===== src/rtl/sat_pkg.sv =====
package sat_pkg;

    // Largest word the shifter handles; word-length codes never exceed this.
    localparam int unsigned WORD_MAX = 32;

    // Bits per word for a 3-bit length code (codes above 5 saturate at 32).
    function automatic logic [5:0] wlen_bits(input logic [2:0] code);
        logic [5:0] n;
        case (code)
            3'd0:    n = 6'd8;
            3'd1:    n = 6'd12;
            3'd2:    n = 6'd16;
            3'd3:    n = 6'd20;
            3'd4:    n = 6'd24;
            default: n = 6'd32;
        endcase
        return n;
    endfunction

    typedef enum logic [1:0] {
        ST_IDLE  = 2'd0,
        ST_WAIT  = 2'd1,
        ST_SHIFT = 2'd2
    } tx_state_e;

    // Single-cycle events derived from the bit clock and frame sync.
    typedef struct packed {
        logic drive;   // launch edge of the bit clock
        logic sample;  // sampling edge of the bit clock
        logic sync;    // new frame sync seen at a sampling edge
    } edge_ev_t;

    // Static frame layout settings.
    typedef struct packed {
        logic       dual;
        logic [2:0] code0;
        logic [2:0] code1;
        logic       delay;
        logic       ignore;
    } frame_mode_t;

endpackage


===== src/rtl/sat_edge_detect.sv =====
module sat_edge_detect
    import sat_pkg::*;
(
    input  logic     clk,
    input  logic     rst,
    input  logic     sclk_in,
    input  logic     fs_in,
    input  logic     clk_pol,
    input  logic     fs_pol,
    output edge_ev_t ev
);

    logic sclk_q;
    logic fs_seen;
    logic rise;
    logic fall;
    logic fs_act;

    always_comb begin
        rise      = sclk_in & ~sclk_q;
        fall      = ~sclk_in & sclk_q;
        fs_act    = fs_in ^ fs_pol;
        ev.drive  = clk_pol ? fall : rise;
        ev.sample = clk_pol ? rise : fall;
        ev.sync   = ev.sample & fs_act & ~fs_seen;
    end

    always_ff @(posedge clk) begin
        sclk_q <= sclk_in;
        if (rst) begin
            fs_seen <= 1'b0;
        end else if (ev.sample) begin
            fs_seen <= fs_act;
        end
    end

endmodule


===== src/rtl/sat_hold_reg.sv =====
module sat_hold_reg #(
    parameter int DATA_W = 32
) (
    input  logic              clk,
    input  logic              rst,
    input  logic              wr_valid,
    input  logic [DATA_W-1:0] wr_data,
    input  logic              take,
    output logic              wr_ready,
    output logic              full,
    output logic [DATA_W-1:0] data
);

    assign wr_ready = ~full;

    always_ff @(posedge clk) begin
        if (rst) begin
            full <= 1'b0;
            data <= '0;
        end else begin
            if (take) begin
                full <= 1'b0;
            end
            if (wr_valid && !full) begin
                full <= 1'b1;
                data <= wr_data;
            end
        end
    end

endmodule


===== src/rtl/sat_framer.sv =====
module sat_framer
    import sat_pkg::*;
#(
    parameter int DATA_W = 32,
    parameter int CNT_W  = 7
) (
    input  logic              clk,
    input  logic              rst,
    input  logic              tx_run,
    input  edge_ev_t          ev,
    input  frame_mode_t       mode,
    input  logic [CNT_W-1:0]  cnt0,
    input  logic [CNT_W-1:0]  cnt1,
    input  logic              hold_full,
    input  logic [DATA_W-1:0] hold_data,
    output logic              take,
    output logic              sd_out,
    output logic              underrun,
    output logic              sync_err,
    output logic              busy
);

    localparam int IDX_W = $clog2(DATA_W);

    tx_state_e         st;
    logic              wait_cnt;
    logic              phase;
    logic [CNT_W-1:0]  word_cnt;
    logic [IDX_W-1:0]  bit_idx;
    logic [DATA_W-1:0] sreg;

    logic [CNT_W-1:0]  cur_words_m1;
    logic              last_word;
    logic              last_phase;
    logic              word_end;
    logic              frame_end;
    logic              sync_hit;
    logic              restart;
    logic              collide;
    logic              first_slot;
    logic              next_slot;
    logic              slot_go;
    logic              nxt_phase;
    logic [CNT_W-1:0]  nxt_word;
    logic [5:0]        nxt_bits;
    logic [IDX_W-1:0]  nxt_idx;
    logic [DATA_W-1:0] nxt_data;

    always_comb begin
        cur_words_m1 = phase ? cnt1 : cnt0;
        last_word    = (word_cnt == cur_words_m1);
        last_phase   = !mode.dual || phase;
        word_end     = (st == ST_SHIFT) && (bit_idx == '0);
        frame_end    = word_end && last_word && last_phase;
        busy         = (st == ST_WAIT) || ((st == ST_SHIFT) && !frame_end);

        sync_hit     = tx_run && ev.sync;
        restart      = sync_hit && (!busy || !mode.ignore);
        collide      = sync_hit && busy && !mode.ignore;

        first_slot   = ev.drive && (st == ST_WAIT) && !wait_cnt;
        next_slot    = ev.drive && word_end && !frame_end;
        slot_go      = tx_run && !restart && (first_slot || next_slot);

        nxt_phase    = first_slot ? 1'b0 : (last_word ? 1'b1 : phase);
        nxt_word     = (first_slot || last_word) ? '0 : word_cnt + 1'b1;
        nxt_bits     = wlen_bits(nxt_phase ? mode.code1 : mode.code0);
        nxt_idx      = IDX_W'(nxt_bits - 6'd1);
        nxt_data     = hold_full ? hold_data : sreg;
        take         = slot_go && hold_full;
    end

    // Last loaded word; kept on underrun so it is sent again.
    always_ff @(posedge clk) begin
        if (rst) begin
            sreg <= '0;
        end else if (slot_go) begin
            sreg <= nxt_data;
        end
    end

    always_ff @(posedge clk) begin
        if (rst || !tx_run) begin
            st       <= ST_IDLE;
            wait_cnt <= 1'b0;
            phase    <= 1'b0;
            word_cnt <= '0;
            bit_idx  <= '0;
            sd_out   <= 1'b0;
            underrun <= 1'b0;
            sync_err <= 1'b0;
        end else if (restart) begin
            st       <= ST_WAIT;
            wait_cnt <= mode.delay;
            if (collide) begin
                sync_err <= 1'b1;
            end
        end else if (slot_go) begin
            st       <= ST_SHIFT;
            phase    <= nxt_phase;
            word_cnt <= nxt_word;
            bit_idx  <= nxt_idx;
            sd_out   <= nxt_data[nxt_idx];
            if (!hold_full) begin
                underrun <= 1'b1;
            end
        end else if (ev.drive) begin
            case (st)
                ST_WAIT: begin
                    wait_cnt <= 1'b0;
                    sd_out   <= 1'b0;
                end
                ST_SHIFT: begin
                    if (bit_idx != '0) begin
                        bit_idx <= bit_idx - 1'b1;
                        sd_out  <= sreg[bit_idx - 1'b1];
                    end else begin
                        st     <= ST_IDLE;
                        sd_out <= 1'b0;
                    end
                end
                default: begin
                    sd_out <= 1'b0;
                end
            endcase
        end
    end

endmodule


===== src/rtl/sat_tx.sv =====
module sat_tx
    import sat_pkg::*;
#(
    parameter int DATA_W = WORD_MAX,
    parameter int CNT_W  = 7
) (
    input  logic              clk,
    input  logic              rst,
    input  logic              tx_run,
    input  logic              cfg_dual,
    input  logic [2:0]        cfg_len0,
    input  logic [CNT_W-1:0]  cfg_cnt0,
    input  logic [2:0]        cfg_len1,
    input  logic [CNT_W-1:0]  cfg_cnt1,
    input  logic              cfg_delay,
    input  logic              cfg_clk_pol,
    input  logic              cfg_fs_pol,
    input  logic              cfg_fs_ignore,
    input  logic              sclk_in,
    input  logic              fs_in,
    input  logic              wr_valid,
    input  logic [DATA_W-1:0] wr_data,
    output logic              wr_ready,
    output logic              sd_out,
    output logic              underrun,
    output logic              sync_err
);

    edge_ev_t          ev;
    frame_mode_t       mode;
    logic              take;
    logic              hold_full;
    logic [DATA_W-1:0] hold_data;
    logic              frame_busy;

    always_comb begin
        mode.dual   = cfg_dual;
        mode.code0  = cfg_len0;
        mode.code1  = cfg_len1;
        mode.delay  = cfg_delay;
        mode.ignore = cfg_fs_ignore;
    end

    sat_edge_detect u_edge (
        .clk     (clk),
        .rst     (rst),
        .sclk_in (sclk_in),
        .fs_in   (fs_in),
        .clk_pol (cfg_clk_pol),
        .fs_pol  (cfg_fs_pol),
        .ev      (ev)
    );

    sat_hold_reg #(.DATA_W(DATA_W)) u_hold (
        .clk      (clk),
        .rst      (rst),
        .wr_valid (wr_valid),
        .wr_data  (wr_data),
        .take     (take),
        .wr_ready (wr_ready),
        .full     (hold_full),
        .data     (hold_data)
    );

    sat_framer #(.DATA_W(DATA_W), .CNT_W(CNT_W)) u_framer (
        .clk       (clk),
        .rst       (rst),
        .tx_run    (tx_run),
        .ev        (ev),
        .mode      (mode),
        .cnt0      (cfg_cnt0),
        .cnt1      (cfg_cnt1),
        .hold_full (hold_full),
        .hold_data (hold_data),
        .take      (take),
        .sd_out    (sd_out),
        .underrun  (underrun),
        .sync_err  (sync_err),
        .busy      (frame_busy)
    );

endmodule


===== config.mk =====
export PLATFORM = sky130hd
export DESIGN_NAME = sat_tx
export DESIGN_NICKNAME = d
export VERILOG_FILES = /design/src/rtl/sat_pkg.sv /design/src/rtl/sat_edge_detect.sv /design/src/rtl/sat_hold_reg.sv /design/src/rtl/sat_framer.sv /design/src/rtl/sat_tx.sv
export SDC_FILE = /design/constraint.sdc
export NUM_CORES = 1
export LEC_CHECK = 0
export BUFFER_PORTS_ARGS = -buffer_cell sky130_fd_sc_hd__buf_2
export CAP_MARGIN = 20
export CELL_PAD_IN_SITES_DETAIL_PLACEMENT = 0
export CELL_PAD_IN_SITES_GLOBAL_PLACEMENT = 2
export CORE_ASPECT_RATIO = 1.75
export CORE_UTILIZATION = 30
export DETAILED_ROUTE_END_ITERATION = 8
export PLACE_DENSITY_LB_ADDON = 0.1
export SYNTH_ARGS = -nofsm -noshare
export SYNTH_HDL_FRONTEND = slang
export SYNTH_HIERARCHICAL = 1
export SYNTH_SLANG_ARGS = --single-unit

===== constraint.sdc =====
create_clock -name clk -period 5.5 [get_ports clk]
set_input_delay 1.1 -clock clk [delete_from_list [all_inputs] [get_ports clk]]
set_output_delay 1.1 -clock clk [all_outputs]
set_load 0.02 [all_outputs]

==> impl_metrics.yaml <==
sta:
  fmax_mhz: 274.1
  slew_viol_final: 0
  grt_setup_unrepaired: "false"
  skew_ps: 7.838
  fin_crit_sh: 0.6634
  setup_viol: 0
  slew_headroom: 0.3258
  finalHoldViolCount: 0
  worst_slew_pin_slew_ps: 1009
  period_needed_ps: 3649
  setup_tns_ps: 0
  whs_ps: 468.9
floorplanning:
  start_util: 0.3058
  rows: 59
  dieArea_sq_um: 15560
  die_x_um: 94.73
  die_y_um: 164.3
  core_area_sq_um: 14760
  io_pins: 67
grt:
  met3_usage: 0.02685
  grtUsageTotal: 0.1510
  busiest_layer: "met2"
  antenna_found_initial: 0
  grt_pass1_vias: 3485
  grt_use_met1: 0.1725
  grt_max_degree: 98
  grt_overflow: 0
  use_met2: 0.2721
  grt_pass1_wl_um: 17940
cells_and_area:
  multi_input_area_sq_um: 2587
  layout_common_cells: "86 x dfxtp_1, 66 x buf_2, 51 x nor2_1"
  seqCellArea_sq_um: 1722
  nNetsFinal: 570
  area_delta_synth_final_pct: 16.77
  fin_util: 0.3570
  fill_cells: 1549
  final_common_cell: "dfxtp_1"
  drive_gt1_frac: 0.2421
  antennaDiodeCount: 0
power_and_ir_drop:
  vdd_ir_drop_max_mv: 0.1307
  p_leak_nw: 2.196
  powerDensity_nw_per_um2: 281.8
  power_mw: 1.486
job:
  cap_violations: 0
clocking:
  cts_resized: 0
  insertion_delay_ps: 340
  cts-buffers-inserted: 9
  htreeDepth: 3
  cts_hold_buf: 0
  cts_tree: "built"
  path_clk_slew_ps: 70
  clockBufferDepth: 2
  cts_root_buf: "clkbuf_16"
  cts_setup_buffers: 0
  cts.sinks: 86
drt:
  drc: 0
  drt-wirelength-per-cell_um: 15.89
  vias_per_cell: 4.961
  first_pass_iters: 4
  dr_total_vias: 3428
  drtAntennaViolNets: 0
  drt-total-wl_um: 10980
  drt_iter0_drc: 125
setup_path:
  worstPathMaxFanout: 18
  path_class: "reg -> reg"
  cpMaxStageDelayCell: "or4b_1"
  end_kind: "flop"
  slowest_delay_ps: 520
  worstPathArrival_ps: 3840
  crit_chain: "inv_1 -> ha_1 -> or4b_1 -> nand2b_1 -> or4_1 -> o211ai_1 -> a21oi_1 -> nand2_2 -> buf_4 -> mux2i_1 -> nor2_1"
  cp_num_cells: 11
  rr_startpoint: "u_framer/bit_idx[0]"
  critPathTopFamily: "simple AND/OR/NAND/NOR gates"
  critPathBufInv: 2
  critPathLaunchType: "flop"
  worst-endpoint-required_ps: 5690
  cp-startpoint: "u_framer/bit_idx[0]"
  reg2reg_depth: 11
worst_hold_path:
  holdPathStages: 2
  holdCritStartpoint: "u_hold/data[12]"
  hold_class: "reg -> reg"
synthesis:
  synth.avg_cell_area_sq_um: 9.965
  yosys_warnings: 6
  postSynthCellCount: 453
  syn_area_sq_um: 4514
  syn-num-nets: 519
placement:
  io_buffers: 66
  place_hpwl_um: 7889
  gp_congestion: 0.7971
run_status:
  status: "finished, final reports clean"
-- final timing paths --
check / to / slack (ps)
max: u_framer/sreg[27] / 1850
min: u_hold/data[12] / 470
max reg2reg: u_framer/sreg[27] / 1850
min reg2reg: u_hold/data[12] / 470
-- metal layers --
metal / share of wire / up-vias
li1: - / 1737
met4: 0.018 / 0
met3: 0.035 / 13
met2: 0.52 / 65
met1: 0.42 / 1613
met5: 0 / -
-- metrics by stage --
step | worst slack (ps) | instances | area (sq um)
finish | 1851 | 691 | 5271
global route | 1507 | 691 | 5271
CTS | 1772 | 691 | 5271
detailed placement | 1502 | 676 | 4925
global placement | 1506 | 676 | 4925
floorplan | 2033 | 453 | 4514
-- layout make-up --
cell class / count / area share
well taps: 183 / 0.04344
clock buffers: 10 / 0.04534
repair buffers: 70 / 0.06836
flip-flops and latches: 86 / 0.3266
multi-input cells: 330 / 0.4909
clock inverters: 5 / 0.02041
inverters: 7 / 0.004985
-- tightest hold or removal path, stage by stage, from the launching register on --
cell	delay, ps
dfxtp_1	310
nand2b_1	70
o21ai_1	50
-- sequential cells by signal, indices dropped and copies added, names as in the netlist --
signal and count:
u_hold/data 32, u_edge/fs_seen 1, u_framer/word_cnt 7, u_framer/sync_err 1
u_framer/st 2, u_framer/wait_cnt 1, u_hold/full 1, u_edge/sclk_q 1
u_framer/sreg 32, u_framer/bit_idx 5, u_framer/underrun 1, u_framer/sd_out 1
u_framer/phase 1
-- where the power goes --
| part | internal (mW) | leakage, nW | switching [mW] |
|---|---|---|---|
| Combinational | 0.0591 | 1.33 | 0.0644 |
| Clock | 0.455 | 0.169 | 0.255 |
| Sequential | 0.640 | 0.699 | 0.0120 |
| Total | 1.15 | 2.20 | 0.331 |
(Power assumes the default switching activity.)
